$ cat src/rtl/vtrim_pkg.sv
package vtrim_pkg;
  localparam int unsigned SP_W  = 12;
  localparam int unsigned DAC_W = 8;

  typedef enum logic [1:0] {DIR_HOLD = 2'b00, DIR_UP = 2'b01, DIR_DN = 2'b10} dir_e;

  // Three-state compare: UP means the output voltage must rise.
  function automatic dir_e compare3(input logic [SP_W-1:0] target, input logic [SP_W-1:0] meas);
    if (meas < target)      return DIR_UP;
    else if (meas > target) return DIR_DN;
    else                    return DIR_HOLD;
  endfunction

  // One-LSB step with saturation; invert flips the code direction.
  function automatic logic [DAC_W-1:0] step_code(input logic [DAC_W-1:0] code, input dir_e dir,
                                                 input logic invert);
    logic inc, dec;
    inc = invert ? (dir == DIR_DN) : (dir == DIR_UP);
    dec = invert ? (dir == DIR_UP) : (dir == DIR_DN);
    if (inc && code != {DAC_W{1'b1}})      return code + 1'b1;
    else if (dec && code != '0)            return code - 1'b1;
    else                                   return code;
  endfunction

  function automatic logic [SP_W-1:0] vid_entry(input int unsigned code, input int unsigned base,
                                                input int unsigned step);
    int unsigned v;
    v = base + code * step;
    return v[SP_W-1:0];
  endfunction

  function automatic int unsigned tick_period(input int unsigned unit, input logic [1:0] rate);
    return unit << rate;
  endfunction
endpackage

$ cat src/rtl/vtrim_setpoint.sv
module vtrim_setpoint
  import vtrim_pkg::*;
#(
  parameter int unsigned VID_W    = 4,
  parameter int unsigned VID_BASE = 32'h400,
  parameter int unsigned VID_STEP = 32'h20
) (
  input  logic             clk,
  input  logic             rst_n,
  input  logic [VID_W-1:0] vid_code,
  input  logic             vid_strobe,
  input  logic [1:0]       prof_sel,
  input  logic [SP_W-1:0]  prof1,
  input  logic [SP_W-1:0]  prof2,
  output logic [SP_W-1:0]  vid_sp,
  output logic [SP_W-1:0]  active_sp
);
  localparam int unsigned N_VID = 1 << VID_W;

  logic [SP_W-1:0] table_q [N_VID];
  for (genvar g = 0; g < N_VID; g++) begin : g_tbl
    assign table_q[g] = vid_entry(g, VID_BASE, VID_STEP);
  end

  always_ff @(posedge clk or negedge rst_n) begin
    if (!rst_n)          vid_sp <= '0;
    else if (vid_strobe) vid_sp <= table_q[vid_code];
  end

  always_ff @(posedge clk or negedge rst_n) begin
    if (!rst_n) active_sp <= '0;
    else begin
      unique case (prof_sel)
        2'b00:   active_sp <= vid_sp;
        2'b01:   active_sp <= prof1;
        2'b10:   active_sp <= prof2;
        default: active_sp <= active_sp;
      endcase
    end
  end

  // the VID setpoint moves only on a strobe
  a_r2_strobe_only: assert property (@(posedge clk) disable iff (!rst_n)
    !vid_strobe |=> $stable(vid_sp));
  // select 11 freezes the active setpoint
  a_r4_hold_sel: assert property (@(posedge clk) disable iff (!rst_n)
    (prof_sel == 2'b11) |=> $stable(active_sp));
endmodule

$ cat src/rtl/vtrim_pace.sv
module vtrim_pace
  import vtrim_pkg::*;
#(
  parameter int unsigned RATE_UNIT = 4
) (
  input  logic            clk,
  input  logic            rst_n,
  input  logic [1:0]      rate_sel,
  input  logic [SP_W-1:0] adc_data,
  input  logic            adc_valid,
  output logic            tick,
  output logic            fresh,
  output logic [SP_W-1:0] sample
);
  localparam int unsigned MAX_PER = RATE_UNIT << 3;
  localparam int unsigned CNT_W   = $clog2(MAX_PER) + 1;

  logic [CNT_W-1:0] cnt_q;
  logic [CNT_W-1:0] last_cnt;

  assign last_cnt = CNT_W'(tick_period(RATE_UNIT, rate_sel) - 1);
  assign tick     = (cnt_q >= last_cnt);

  always_ff @(posedge clk or negedge rst_n) begin
    if (!rst_n)    cnt_q <= '0;
    else if (tick) cnt_q <= '0;
    else           cnt_q <= cnt_q + 1'b1;
  end

  // A sample in a tick cycle belongs to the next interval.
  always_ff @(posedge clk or negedge rst_n) begin
    if (!rst_n) begin
      fresh  <= 1'b0;
      sample <= '0;
    end else begin
      if (adc_valid) sample <= adc_data;
      if (tick)           fresh <= adc_valid;
      else if (adc_valid) fresh <= 1'b1;
    end
  end

  // no interval runs longer than the longest period
  a_r5_period_bound: assert property (@(posedge clk) disable iff (!rst_n)
    cnt_q < CNT_W'(MAX_PER));
endmodule

$ cat src/rtl/vtrim_stepper.sv
module vtrim_stepper
  import vtrim_pkg::*;
(
  input  logic             clk,
  input  logic             rst_n,
  input  logic             tick,
  input  logic             fresh,
  input  logic [SP_W-1:0]  sample,
  input  logic [SP_W-1:0]  target,
  input  logic             invert,
  input  logic             bypass,
  input  logic [DAC_W-1:0] bypass_code,
  output logic [DAC_W-1:0] dac_q
);
  localparam logic [DAC_W-1:0] MID = {1'b1, {(DAC_W-1){1'b0}}};
  localparam logic [DAC_W-1:0] TOP = {DAC_W{1'b1}};

  dir_e dir;
  logic act;

  assign dir = compare3(target, sample);
  assign act = tick && fresh;

  always_ff @(posedge clk or negedge rst_n) begin
    if (!rst_n)      dac_q <= MID;
    else if (bypass) dac_q <= bypass_code;
    else if (act)    dac_q <= step_code(dac_q, dir, invert);
  end

  // closed-loop changes are single-LSB
  a_r6_unit_step: assert property (@(posedge clk) disable iff (!rst_n)
    !bypass |=> (dac_q == $past(dac_q) || dac_q == $past(dac_q) + 1'b1 ||
                 dac_q == $past(dac_q) - 1'b1));
  // no wrap at either end
  a_r8_no_wrap_top: assert property (@(posedge clk) disable iff (!rst_n)
    (!bypass && dac_q == TOP) |=> dac_q != '0);
  a_r8_no_wrap_bot: assert property (@(posedge clk) disable iff (!rst_n)
    (!bypass && dac_q == '0) |=> dac_q != TOP);
  // code is still between ticks
  a_r5_tick_only: assert property (@(posedge clk) disable iff (!rst_n)
    (!bypass && !tick) |=> $stable(dac_q));
  // no fresh sample, no step
  a_r9_stale_hold: assert property (@(posedge clk) disable iff (!rst_n)
    (!bypass && !fresh) |=> $stable(dac_q));
  // bypass forwards its code
  a_r10_bypass: assert property (@(posedge clk) disable iff (!rst_n)
    bypass |=> dac_q == $past(bypass_code));
endmodule

$ cat src/rtl/vtrim_loop.sv
module vtrim_loop
  import vtrim_pkg::*;
#(
  parameter int unsigned VID_W     = 4,
  parameter int unsigned VID_BASE  = 32'h400,
  parameter int unsigned VID_STEP  = 32'h20,
  parameter int unsigned RATE_UNIT = 4
) (
  input  logic             clk,
  input  logic             rst_n,
  input  logic [VID_W-1:0] vid_code,
  input  logic             vid_strobe,
  input  logic [1:0]       prof_sel,
  input  logic [11:0]      cfg_profile1,
  input  logic [11:0]      cfg_profile2,
  input  logic [1:0]       cfg_rate,
  input  logic             cfg_invert,
  input  logic             cfg_bypass,
  input  logic [7:0]       cfg_bypass_code,
  input  logic [11:0]      adc_data,
  input  logic             adc_valid,
  output logic [7:0]       dac_code
);
  logic [SP_W-1:0] vid_sp, active_sp, sample;
  logic            tick, fresh;

  vtrim_setpoint #(.VID_W(VID_W), .VID_BASE(VID_BASE), .VID_STEP(VID_STEP)) u_sp (
    .clk, .rst_n, .vid_code, .vid_strobe, .prof_sel,
    .prof1(cfg_profile1), .prof2(cfg_profile2), .vid_sp, .active_sp);

  vtrim_pace #(.RATE_UNIT(RATE_UNIT)) u_pace (
    .clk, .rst_n, .rate_sel(cfg_rate), .adc_data, .adc_valid, .tick, .fresh, .sample);

  vtrim_stepper u_step (
    .clk, .rst_n, .tick, .fresh, .sample, .target(active_sp), .invert(cfg_invert),
    .bypass(cfg_bypass), .bypass_code(cfg_bypass_code), .dac_q(dac_code));
endmodule

$ cat config.mk
export PLATFORM = sky130hd
export DESIGN_NAME = vtrim_loop
export DESIGN_NICKNAME = d
export VERILOG_FILES = /design/src/rtl/vtrim_pkg.sv /design/src/rtl/vtrim_setpoint.sv /design/src/rtl/vtrim_pace.sv /design/src/rtl/vtrim_stepper.sv /design/src/rtl/vtrim_loop.sv
export SDC_FILE = /design/constraint.sdc
export NUM_CORES = 1
export LEC_CHECK = 0
export ABC_CLOCK_PERIOD_IN_PS = 4800
export BUFFER_PORTS_ARGS = -buffer_cell sky130_fd_sc_hd__clkbuf_2
export CAP_MARGIN = 20
export CORE_AREA = 3 3 75 77
export CTS_CLUSTER_DIAMETER = 100
export DETAILED_ROUTE_END_ITERATION = 7
export DIE_AREA = 0 0 78 80
export HOLD_SLACK_MARGIN = 0.1
export PLACE_DENSITY = 0.77
export SYNTH_ARGS = -nofsm -noshare
export SYNTH_HDL_FRONTEND = slang
export SYNTH_SLANG_ARGS = --single-unit
export TNS_END_PERCENT = 10
$ cat constraint.sdc
create_clock -name clk -period 4.8 [get_ports clk]
set_input_delay 0.72 -clock clk [delete_from_list [all_inputs] [get_ports clk]]
set_output_delay 0.72 -clock clk [all_outputs]
set_load 0.005 [all_outputs]
* After elaboration in Yosys (flattened, before gate mapping)
Memories as Yosys holds them, arrays and structs flattened. A register that Yosys moved wholly into a read port is not among the register bits. Cells that the tools add are included.
Storage, ports and cells: flip-flop bits (word level) 39, bits in read-only memories 192, input bits 58, output and inout port bits 8, word-level logic and storage cells 43, memories 1
Memory list:
- (name not given) | depth 16, width 12, read ports 1, clocked after Yosys merged registers in 1, wr ports 0, line vtrim_setpoint.sv:27 | else if (vid_strobe) vid_sp <= table_q[vid_code];
Operators by class: add/subtract/negate cells 4, magnitude comparators 3, equal/unequal tests 5, shift-type cells 1, muxes and demuxes 12, bitwise gates (word level) 1, reduce and logical (&&, ||, !) cells 11
Operator list (number):
- $pmux W12 S3 | 1
- $mux W8 | 4
- $gt A12 B12 Y1 | 1
- $lt A12 B12 Y1 | 1
- $add A8 B1 Y8 const B | 1
- $ne A8 B8 Y1 const B | 1
- $reduce_bool A8 Y1 | 1
- $sub A8 B1 Y8 const B | 1
- $add A6 B1 Y6 const B | 1
- $ge A6 B6 Y1 | 1
- $mux W6 | 1
- $reduce_bool A3 Y1 | 2
- $shl A3 B2 Y6 const A | 1
- $sub A6 B1 Y6 const B | 1
- $not A4 Y5 | 1
- $eq A2 B1 Y1 const B | 2
- $eq A2 B2 Y1 const B | 2
- $mux W1 | 4
- $mux W2 | 2
- $reduce_bool A2 Y1 | 2
- $logic_and A1 B1 Y1 | 3
- $logic_not A2 Y1 | 1
- $reduce_and A2 Y1 | 1
- $logic_not A1 Y1 | 1

* Logic depth before layout (Yosys ltp)
depth after elaboration 10, mapped depth 17

* Cells and area by module
Synthesis repeated with hierarchy kept, for this count alone.
Second synthesis, totals: cells, all modules 289, area, all modules 2945.3 µm²
By module, submodules not included:
- vtrim_stepper | times used 1, cells each 143, area each 1192.4 µm², seq. area each 201.4 µm²
- vtrim_setpoint | times used 1, cells each 82, area each 923.4 µm², seq. area each 425.4 µm²
- vtrim_pace | times used 1, cells each 64, area each 829.5 µm², seq. area each 475.5 µm²

* Least setup slack after synthesis
OpenSTA, ideal clock, no wires.
path kind register -> register, start register u_sp.active_sp[1], end register u_step.dac_q[7], arrival 3.363 ns, slack 1.372 ns, stages on the path, launching flop included 18, path buffers 0, clock period less this slack 3.428 ns, cells stage by stage dfrtp_1 > inv_1 > ha_1 > nor2b_4 > o211ai_2 > a21oi_2 > o31ai_2 > nor3_1 > nor2_1 > ha_1 > a21o_1 > a21oi_2 > nor2b_1 > o21ai_0 > a21oi_1 > or3_1 > a2111o_1 > nand3_1
On the way: cells in the longest elaborated chain, start to end 9, elaborated cells on any way between the ends 15
Ends and longest elaborated chain:
- start: declaration | line vtrim_setpoint.sv:16 | output logic [SP_W-1:0] active_sp
- start signal: assignment | line vtrim_setpoint.sv:34 | 2'b00: active_sp <= vid_sp;
- start signal: assignment | line vtrim_setpoint.sv:35 | 2'b01: active_sp <= prof1;
- start signal: assignment | line vtrim_setpoint.sv:36 | 2'b10: active_sp <= prof2;
- $gt A12 B12 Y1 | line vtrim_pkg.sv:10 | else if (meas > target) return DIR_DN;
- $mux W2 | line vtrim_pkg.sv:10
- $mux W2 * | line vtrim_pkg.sv:9 | if (meas < target) return DIR_UP;
- $eq A2 B1 Y1 / $eq A2 B2 Y1 (equally long branches) | line vtrim_pkg.sv:18, vtrim_pkg.sv:19
- $mux W1 | line vtrim_pkg.sv:18 | inc = invert ? (dir == DIR_DN) : (dir == DIR_UP);
- $logic_and A1 B1 Y1 | line vtrim_pkg.sv:20 | if (inc && code != {DAC_W{1'b1}}) return code + 1'b1;
- $mux W8 | line vtrim_pkg.sv:20
- $mux W8 | line vtrim_stepper.sv:27 | else if (act) dac_q <= step_code(dac_q, dir, invert);
- $mux W8 | line vtrim_stepper.sv:26 | else if (bypass) dac_q <= bypass_code;
- end signal: assignment | line vtrim_stepper.sv:26
- end signal: assignment | line vtrim_stepper.sv:27
- end: declaration | line vtrim_stepper.sv:13 | output logic [DAC_W-1:0] dac_q
Mark *: on every way between the ends. The rest lies on a longest branch, timed or not. The select of a mux whose other input is x is not followed. A chain may end at the register's enable or synchronous reset.

* Final worst setup path
Same ends and word-level chain as after synthesis.

==> results.py <==
metrics = {
    "detailed_routing": {
        "vias": 2024,
        "drt-initial-drc-count": 53,
        "drcViolationCount": 0,
        "viasPerCell": 5.11,
        "wl_um": 4830,
        "firstDrtPassIters": 4,
        "routedWlPerCell_um": 12.2,
        "antenna_left": 0,
    },
    "floorplanning": {
        "die_w_um": 78,
        "die_h_um": 80,
        "num_rows": 26,
        "core_area_mm2": 0.00507,
        "dieArea_mm2": 0.00624,
        "initial_core_util_pct": 51.6,
        "pin_count": 66,
    },
    "worst_setup_path": {
        "regToRegSetupSlack_ns": 0.97,
        "path_class": "reg2reg",
        "r2r_start": "u_sp.active_sp[1]",
        "arrival_ns": 4.07,
        "cp.required_ns": 5.04,
        "crit_fanout": 8,
        "start_kind": "register",
        "r2r_end": "u_step.dac_q[7]",
        "r2r_cells": 17,
        "crit_path_end_kind": "register",
    },
    "clock_network": {
        "clk_pin_slew_worst_paths_ns": 0.09,
        "cts_buffers": 5,
        "post_cts_buffers": 0,
        "clk_latency_ns": 0.29,
        "clock_path_buffers": 2,
        "ctsRootBufferMaster": "clkbuf_8",
        "cts_resized": 0,
        "holdBufCountCts": 0,
        "cts_tree": "done",
        "clock_sinks": 44,
        "cts-htree-levels": 2,
    },
    "grt": {
        "use_met2_pct": 29.7,
        "track_usage_pct": 17.1,
        "use_met1_pct": 21.7,
        "grt_busiest_layer": "met2",
        "grt-ovfl-total": 0,
        "use_met3_pct": 3.16,
        "grt_pass1_wl_um": 8660,
        "antenna_found_initial": 0,
        "grt_pass1_vias": 2037,
        "grt_start_max_net_pins": 45,
    },
    "timing": {
        "rsz0062_at_grt": "false",
        "finalHoldViolCount": 0,
        "fmax_mhz": 261,
        "fin_hold_ws_ns": 0.488,
        "tightest_slew_ns": 0.611,
        "slew_headroom_pct": 59.1,
        "slew_violations": 0,
        "finalSetupViolations": 0,
        "post-route-period-util_pct": 79.7,
        "fin_crit_ns": 3.83,
        "fin_setup_tns_ns": 0,
        "finalClockSkew_ns": 0.00434,
    },
    "power_and_ir_drop": {
        "leakage_nw": 1.55,
        "p_total_mw": 1.25,
        "vdd_drop_max_uv": 140,
        "power_density_mw_per_mm2": 403,
    },
    "cells_and_area": {
        "nFillCells": 457,
        "drive_above_1_share_pct": 30.4,
        "multi_input_area_mm2": 0.00141,
        "final-seq-area_mm2": 0.00110,
        "layout.nets": 410,
        "final_core_util_pct": 61.4,
        "fin_area_mm2": 0.00312,
        "antenna_cells": 0,
        "syn2layout_area_growth_pct": 19.0,
    },
    "yosys": {
        "synthTopCellsByArea": "dfrtp_1 41%, ha_1 12%, mux2_2 6.5%",
        "syn_avg_cell_area_um2": 10.1,
        "synth-edff-count": 0,
        "yosysMostFrequentCell": "dfrtp_1",
        "yosysTopAreaCell": "dfrtp_1",
        "syn_inst": 260,
        "yosysTopAreaCellShare_pct": 41.1,
        "synth_cell_types": 38,
        "ys_seq_elements": 44,
        "yosys_warnings": 0,
        "synth_commonest_cells": "43 x dfrtp_1, 26 x ha_1, 26 x nand2_1",
        "syn_nets": 345,
        "async_flop_share_pct": 100,
        "synthFlopType": "dfrtp_1",
        "netlist_area_mm2": 0.00262,
        "synth_seq_area_share_pct": 42.1,
    },
    "outcome": {
        "status": "complete, no violations",
    },
    "place": {
        "place_area_mm2": 0.00300,
        "hpwlAfterDp_um": 3850,
        "place_congestion": 0.830,
        "io_buffers": 65,
    },
    "job": {
        "drv_cap": 0,
    },
    "worst_hold_path": {
        "hp-class": "in2async",
    },
}
==> cells by family after synthesis <==
| kind of cell | after synthesis | synth area share, % |
|---|---|---|
| buf+inv | 25 | 3.87 |
| fa+ha+maj | 27 | 13.2 |
| flops | 44 | 42.1 |
| xor+xnor | 9 | 3.01 |
| mux | 21 | 8.75 |
| simple gates | 65 | 11.7 |
| compound gates | 69 | 17.4 |
==> final cells by class <==
type,count,share of cell area (%)
Timing Repair Buffer,66,10.7
Sequential cell,44,35.4
Clock inverter,3,1.49
Tap cell,70,2.81
Multi-Input combinational cell,191,45.4
Inverter,17,2.05
Clock buffer,5,2.21
==> through the flow <==
step                      instances  setup slack (ns)
after global routing            396             0.703
after global placement          388              1.16
after floorplan                 260              1.37
after CTS                       396             0.987
final                           396             0.974
after detailed placement        388              1.00
==> routing by layer <==
layer  routed length [um]  part of all wire, %  vias up
li1                     -                    -     1050
met1                 2220                   46      912
met2                 2290                   47       54
met3                  266                  5.5        8
met4                   48                 0.99        0
met5                    0                    0        -
==> worst max path at each step <==
stage                           start              end  slack, ns  cells past startpoint
finish              u_sp.active_sp[1]  u_step.dac_q[7]       0.97                     17
global route        u_sp.active_sp[1]  u_step.dac_q[7]       0.70                     17
CTS                 u_sp.active_sp[1]  u_step.dac_q[7]       0.99                     17
detailed placement  u_sp.active_sp[1]  u_step.dac_q[7]       1.00                     17
global placement    u_sp.active_sp[1]  u_step.dac_q[7]       1.16                     17
floorplan           u_sp.active_sp[1]  u_step.dac_q[7]       1.37                     17
==> flip-flops by register name, indices dropped and copies added, names as in the netlist <==
signal          count
u_pace.sample      12
u_sp.vid_sp         5
u_step.dac_q        8
u_sp.active_sp     12
u_pace.cnt_q        6
u_pace.fresh        1
==> cell usage in the layout, fill, tap and decap left out, types with 4 or more instances in the layout <==
| master | n |
|---|---|
| clkbuf_2 | 65 |
| dfrtp_1 | 43 |
| mux2i_1 | 6 |
| ha_1 | 26 |
| o21ai_0 | 24 |
| nand2_1 | 26 |
| a22oi_1 | 13 |
| a21oi_1 | 14 |
| nand4_1 | 5 |
| xor2_1 | 5 |
| mux2_2 | 15 |
| xnor2_1 | 4 |
| a21o_1 | 6 |
| inv_1 | 17 |
| clkbuf_8 | 5 |
| nor2_1 | 13 |
| nor3_1 | 4 |
| nand3_1 | 5 |
==> critical path: stages (launching register included) <==
cell      delay [ns]
dfrtp_1         0.36
inv_1           0.05
ha_1            0.30
nor2b_4         0.13
o211ai_2        0.14
a21oi_2         0.08
o31ai_2         0.26
nor3_1          0.12
nor2_1          0.50
ha_1            0.35
a21o_1          0.17
a21oi_2         0.16
nor2b_1         0.06
o21ai_0         0.20
a21oi_1         0.11
or3_1           0.34
a2111o_1        0.37
nand3_1         0.07
==> report_power, final <==
part           total, mW  internal [mW]  switching, mW
registers          0.504          0.439         0.0658
logic              0.463          0.230          0.233
clock network      0.287          0.157          0.130
Power figures use the tool's default switching activity.
